`src/rtl/serial_result_port.sv`:
```
module serial_result_port #(
  parameter int RES_W   = 10,
  parameter int CFG_W   = 8,
  parameter int SYNC    = 2,
  parameter int MAX_LEN = 16
) (
  input  logic             clk,
  input  logic             rst_n,
  input  logic [RES_W-1:0] result,
  input  logic             result_vld,
  input  logic             sclk,
  input  logic             cs_n,
  input  logic             din,
  output logic             dout,
  output logic             dout_oe,
  output logic [CFG_W-1:0] cfg
);
  localparam int IDX_W    = $clog2(MAX_LEN + 1);
  localparam int BCW      = $clog2(CFG_W + 1);
  localparam int SELW     = $clog2(RES_W);
  localparam int POS_UNI  = 3;
  localparam int POS_MSBF = 2;
  localparam logic [CFG_W-1:0] CFG_RST = CFG_W'(13);

  logic [SYNC-1:0] cs_p, sc_p, di_p;
  logic cs_d, sc_d;
  logic frame_q;
  logic [RES_W-1:0] hold_q, word_q, rev_w, ord_w;
  logic [CFG_W-1:0] cfg_sh;
  logic [BCW-1:0]   nin;
  logic [IDX_W-1:0] idx, len_v;

  wire cs_s = cs_p[SYNC-1];
  wire sc_s = sc_p[SYNC-1];
  wire di_s = di_p[SYNC-1];
  wire go   = cs_d & ~cs_s;
  wire stop = ~cs_d & cs_s & frame_q;
  wire rise = frame_q & sc_s & ~sc_d;
  wire fall = frame_q & ~sc_s & sc_d;
  wire cfg_full = (nin == BCW'(CFG_W));

  always_ff @(posedge clk or negedge rst_n) begin
    if (!rst_n) begin
      cs_p <= '1;
      sc_p <= '0;
      di_p <= '0;
      cs_d <= 1'b1;
      sc_d <= 1'b0;
    end else begin
      cs_p <= {cs_p[SYNC-2:0], cs_n};
      sc_p <= {sc_p[SYNC-2:0], sclk};
      di_p <= {di_p[SYNC-2:0], din};
      cs_d <= cs_s;
      sc_d <= sc_s;
    end
  end

  always_ff @(posedge clk or negedge rst_n) begin
    if (!rst_n) hold_q <= '0;
    else if (result_vld) hold_q <= result;
  end

  always_ff @(posedge clk or negedge rst_n) begin
    if (!rst_n) begin
      frame_q <= 1'b0;
      word_q  <= '0;
      cfg_sh  <= '0;
      nin     <= '0;
      idx     <= '0;
      cfg     <= CFG_RST;
    end else if (go) begin
      frame_q <= 1'b1;
      word_q  <= cfg[POS_UNI] ? hold_q : (hold_q ^ (RES_W'(1) << (RES_W - 1)));
      cfg_sh  <= '0;
      nin     <= '0;
      idx     <= '0;
    end else if (stop) begin
      frame_q <= 1'b0;
      if (cfg_full) cfg <= cfg_sh;
    end else if (frame_q) begin
      if (rise && !cfg_full) begin
        cfg_sh <= {cfg_sh[CFG_W-2:0], di_s};
        nin    <= nin + BCW'(1);
      end
      if (fall && idx < IDX_W'(MAX_LEN)) idx <= idx + IDX_W'(1);
    end
  end

  always_comb begin
    for (int i = 0; i < RES_W; i++) rev_w[i] = word_q[RES_W-1-i];
  end

  always_comb begin
    if (!cfg_full) len_v = IDX_W'(MAX_LEN);
    else begin
      case (cfg_sh[1:0])
        2'b00:   len_v = IDX_W'(8);
        2'b01:   len_v = IDX_W'(10);
        2'b10:   len_v = IDX_W'(12);
        default: len_v = IDX_W'(16);
      endcase
    end
  end

  assign ord_w   = cfg[POS_MSBF] ? rev_w : word_q;
  assign dout_oe = frame_q;
  assign dout    = frame_q && (idx < len_v) && (idx < IDX_W'(RES_W)) && ord_w[idx[SELW-1:0]];

  AST_IDLE_QUIET: assert property (@(posedge clk) disable iff (!rst_n) !dout_oe |-> !dout);
  AST_START_OE: assert property (@(posedge clk) disable iff (!rst_n) go |=> dout_oe);
  AST_CFG_FROZEN: assert property (@(posedge clk) disable iff (!rst_n) (frame_q && $past(frame_q)) |-> $stable(cfg));
  AST_BITS_CAP: assert property (@(posedge clk) disable iff (!rst_n) nin <= BCW'(CFG_W));
  AST_PAD_ZERO: assert property (@(posedge clk) disable iff (!rst_n) (idx >= IDX_W'(RES_W)) |-> !dout);
  AST_WORD_HELD: assert property (@(posedge clk) disable iff (!rst_n) (frame_q && $past(frame_q)) |-> $stable(word_q));
  AST_SLOT_STEP: assert property (@(posedge clk) disable iff (!rst_n) (frame_q && $past(frame_q)) |-> (idx - $past(idx)) <= IDX_W'(1));
endmodule

```
`config.mk`:
```
export PLATFORM = sky130hd
export DESIGN_NAME = serial_result_port
export DESIGN_NICKNAME = d
export VERILOG_FILES = /design/src/rtl/serial_result_port.sv
export SDC_FILE = /design/constraint.sdc
export NUM_CORES = 1
export LEC_CHECK = 0
export BUFFER_PORTS_ARGS = -buffer_cell sky130_fd_sc_hd__buf_2
export CORE_MARGIN = 2
export CORE_UTILIZATION = 34
export DETAILED_ROUTE_END_ITERATION = 12
export GPL_ROUTABILITY_DRIVEN = 0
export PLACE_DENSITY_LB_ADDON = 0.25
export SYNTH_ARGS = -nofsm -noshare
export SYNTH_HDL_FRONTEND = slang
export SYNTH_SLANG_ARGS = --single-unit
```
`constraint.sdc`:
```
create_clock -name clk -period 2.8 [get_ports clk]
set_input_delay 0.56 -clock clk [delete_from_list [all_inputs] [get_ports clk]]
set_output_delay 0.56 -clock clk [all_outputs]
set_load 0.01 [all_outputs]
```
# Word-level counts from Yosys, hierarchy flattened
# Cells that the tools add are included.
dict set report word_totals {
  register_bits 54
  in_bits 16
  out_inout_bits 10
}
dict set report classes {
  add_sub_neg 2
  n_lt_le_gt_ge 4
  n_eq_ne 4
  n_mux 20
  bitwise 13
  n_reduce_logical 14
}
# op count
set ops {}
lappend ops {{8-bit two-way mux} 4}
lappend ops {{5-bit two-way mux} 5}
lappend ops {{10-bit two-way mux} 2}
lappend ops {{4-bit two-way mux} 4}
lappend ops {{5-bit one-hot mux with 3 select lines} 1}
lappend ops {{3-bit AND reduction} 3}
lappend ops {{2-bit nonzero test} 4}
lappend ops {{1-bit bitwise AND} 7}
lappend ops {{1-bit NOT} 6}
lappend ops {{5-bit by 1-bit adder with 5-bit output (second input constant)} 1}
lappend ops {{1-bit logical AND} 5}
lappend ops {{4-bit by 5-bit less-than comparator with 1-bit output (second input constant)} 1}
lappend ops {{5-bit by 4-bit less-than comparator with 1-bit output (second input constant)} 1}
lappend ops {{5-bit less-than comparator} 1}
lappend ops {{5-bit less-than comparator (second input constant)} 1}
lappend ops {{4-bit by 1-bit adder with 4-bit output (second input constant)} 1}
lappend ops {{1-bit binary-select mux with 4-bit select} 1}
lappend ops {{4-bit == test (second input constant)} 1}
lappend ops {{1-bit two-way mux} 3}
lappend ops {{2-bit by 1-bit == test with 1-bit output (second input constant)} 1}
lappend ops {{2-bit == test (second input constant)} 1}
lappend ops {{2-bit zero test} 1}
lappend ops {{2-bit != test (second input constant)} 1}
lappend ops {{1-bit zero test} 1}

# Longest topological paths before layout
dict set report depth {
  depth_word 8
  depth_mapped 8
}

# Least setup slack after synthesis
# Ideal clock, no wire load.
dict set report synth_timing {
  path_type {register to output}
  startpoint {register nin[0]}
  endpoint {output port dout}
  arrival_ps 1847
  setup_slack_ps 393
  stages_incl_launch_ff 9
  n_path_buf 0
  cell_sequence {dfrtp_1 -> inv_1 -> ha_1 -> and3b_1 -> nand2_1 -> inv_1 -> ha_1 -> a2111oi_0 -> o2111a_1}
}
dict set report synth_between {
  elab_chain_len 6
}
# item line_no
set synth_rtl {}
lappend synth_rtl {{start: declaration} 30} ;# logic [BCW-1:0] nin;
lappend synth_rtl {{start signal: assignment} 83} ;# nin <= nin + BCW'(1);
lappend synth_rtl {{4-bit == test} 40} ;# wire cfg_full = (nin == BCW'(CFG_W));
lappend synth_rtl {{5-bit two-way mux} 94} ;# if (!cfg_full) len_v = IDX_W'(MAX_LEN);
lappend synth_rtl {{5-bit less-than comparator} 107} ;# assign dout = frame_q && (idx < len_v) && (idx < IDX_W'(RES_W)) && ord_w[idx[SELW-1:0]];
lappend synth_rtl {{1-bit logical AND (3 in a row)} 107}
lappend synth_rtl {{end: declaration} 14} ;# output logic dout,
# Every way passes these cells.

# Final worst setup path
# Same ends and word-level chain as after synthesis.

==> out/results.ini <==
[run_status]
status = finished, final reports clean

[clock_network]
cts_tree = yes
path_clk_slew_ps = 90
clock_latency_ps = 300
cts_buffers = 5
cts_max_path_buffers = 2
cts.sinks = 54
h-tree-depth = 2
hold_buffers = 0
cts_root_buffer = clkbuf_8

[yosys]
ys.flop_type = dfrtp_1
yosysWarnings = 0
syn_area_per_cell_um2 = 12.0
synth-seq-area-share_pct = 56.2
synth_edf_count = 0
async_reset_ff_share_pct = 100
syn-instance-count = 202
ys_ff_latch = 54
syn_area_um2 = 2420
ys_types = 36
syn_nets = 224

[global_route]
grt.busiest_layer = met2
grt_use_met2_pct = 17.5
antenna_found_initial = 0
grt_pass1_vias = 1484
grtUsageMet1_pct = 17.4
grtUsageMet3_pct = 2.71
grt_usage_pct = 12.1
grt_max_degree = 44
grt_pass1_wl_um = 7270
overflow = 0

[sta]
fin_crit_sh_pct = 95.6
max_freq_mhz = 374
rsz0062_at_grt = false
worstMarginPinSlew_ps = 922
slew_headroom_pct = 38.5
whs_ps = 347
hold_violations = 0
report.final.slew_viol_count = 0
clock_skew_ps = 5.22
finalSetupViolCount = 0
fin_ws_ps = 123
fin_tns_setup_ps = 0
period_needed_ps = 2680

[final_layout]
final_cells = 329
final_common_cell = dfrtp_1
area_growth_pct = 15.4
seq_area_um2 = 1360
antennaDiodeCount = 0
final.fill_count = 707
multi_input_area_um2 = 1020
drive_gt1_share_pct = 30.5
final_cell_mix = dfrtp_1, nand2_1, buf_2
fin_nets = 254

[worst_hold_path]
whs_endpoint = cs_p[0]
hold_path_depth = 1
hold_start = cs_n
hold_path.class = input pin to flop

[job]
cap_viol_max_count = 0

[critical_path]
crit_arrival_ps = 2120
cp-end-kind = output port
regToRegEndpoint = cfg[4]
crit_required_ps = 2240
crit_fanout = 3
r2r-start = nin[0]
start_kind = flop
r2r.worst_path.cells = 5
critPathKind = flop to output port
r2r_slack_ps = 1010

[detailed_routing]
wl_um = 4240
wl_per_cell_um = 12.9
dr.first_iter.drc_count = 55
vias_per_cell = 4.57
drc = 0
routed-via-count = 1505
ant_nets = 0
drtPass1Iterations = 4

[power]
power_density_nw_per_um2 = 562
clockPowerShare_pct = 28.2
intPower_mw = 1.16
p_seq_share_pct = 57.8
comb_power_share_pct = 14.1
power_switching_mw = 0.411
p_leak_nw = 1.36
ir_drop_v = 0.000235
switching_share_pct = 26.2
power_mw = 1.57

[die]
initial_utilization_pct = 35.4
io_pins = 26
core_um2 = 6830
die_w_um = 88.4
die_y_um = 88.4
die_area_um2 = 7810
rows = 30

[placement]
dp_slack_ps = 155
place.detailed.hpwl_um = 2910
placed_cells = 318
port_buffers = 25

-- sequential cells by signal, indices dropped and copies added (netlist names), 2 cells and up --
register	cells
cfg	8
cfg_sh	8
cs_p	2
di_p	2
hold_q	10
idx	5
nin	4
sc_p	2
word_q	10
-- cells in the mapped netlist (2+ instances only) --
master	count	area, um2
buf_6	2	22.5
inv_1	7	26.3
mux2i_1	10	100
and2b_1	2	15.0
dfrtp_1	48	1200
dfstp_2	6	158
nor2_1	13	48.8
or3_1	3	18.8
xnor2_1	2	17.5
clkbuf_1	4	15.0
and3b_1	2	17.5
buf_2	3	15.0
nand3b_1	2	15.0
nand3_1	4	20.0
mux2_2	18	203
nand2_1	37	139
ha_1	6	75.1
o21ai_0	5	25.0
a21oi_1	8	40.0
mux4_1	3	78.8
xor2_1	2	17.5
-- per-layer routing --
| layer | vias up | share of wire (%) |
|---|---|---|
| li1 | 753 | - |
| met1 | 724 | 50 |
| met2 | 21 | 45 |
| met3 | 7 | 3.1 |
| met4 | 0 | 2.0 |
| met5 | - | 0 |
-- worst max-delay path: stages, from the launching register on --
cell	delay (ps)
dfrtp_1	360
inv_1	50
ha_1	200
and3b_2	220
nand2_2	70
inv_1	60
ha_4	230
a2111oi_4	270
o2111a_1	230
buf_2	130
-- timing repair --
action | 4_1_cts | 5_1_grt
resized for setup | 2 | 4
pin swaps | 2 | 2
buffers inserted | 2 | 1
endpoints found under the setup margin | 1 | 1
-- stage by stage --
stage,area [um2],utilization [%]
after floorplan,2420,-
after global placement,2640,38.7
after detailed placement,2640,38.7
after CTS,2760,40.3
after global routing,2790,40.9
final,2790,40.9
-- cell type report --
cell class,count,share of cell area [%]
inverters,7,0.941
repair buffers,32,6.36
well taps,96,4.30
clock inverters,1,0.179
clock buffers,7,3.09
flip-flops and latches,54,48.7
multi-input cells,132,36.4
-- worst max-delay path by stage --
stage          slack, ps   end    from  cells past startpoint
4_1_cts               20  dout  nin[0]                      9
2_1_floorplan        390  dout  nin[0]                      8
5_1_grt                2  dout  nin[0]                      9
3_5_place_dp         150  dout  nin[0]                      9
3_3_place_gp         260  dout  nin[0]                      9
6_report             120  dout  nin[0]                      9
-- cells by family after synthesis --
family,count (synthesis),share of synthesized area [%]
adder cells (fa/ha/maj),6,3.10
AND/OR/NAND/NOR,70,14.3
multiplexers,32,16.7
flip-flops,54,56.2
AO/OA/AOI/OAI,20,5.07
XOR/XNOR,4,1.45
buffers and inverters,16,3.26
-- power by group through the flow --
| stage | Combinational (mW) | Clock [mW] | Sequential (mW) |
|---|---|---|---|
| after CTS | 0.218 | 0.463 | 0.908 |
| after detailed placement | 0.208 | 0 | 0.926 |
| after floorplan | 0.164 | 0 | 0.899 |
| after global routing | 0.252 | 0.488 | 0.920 |
| final | 0.221 | 0.442 | 0.907 |
| after global placement | 0.206 | 0 | 0.922 |
No activity file was read; power rests on OpenSTA's default activity.
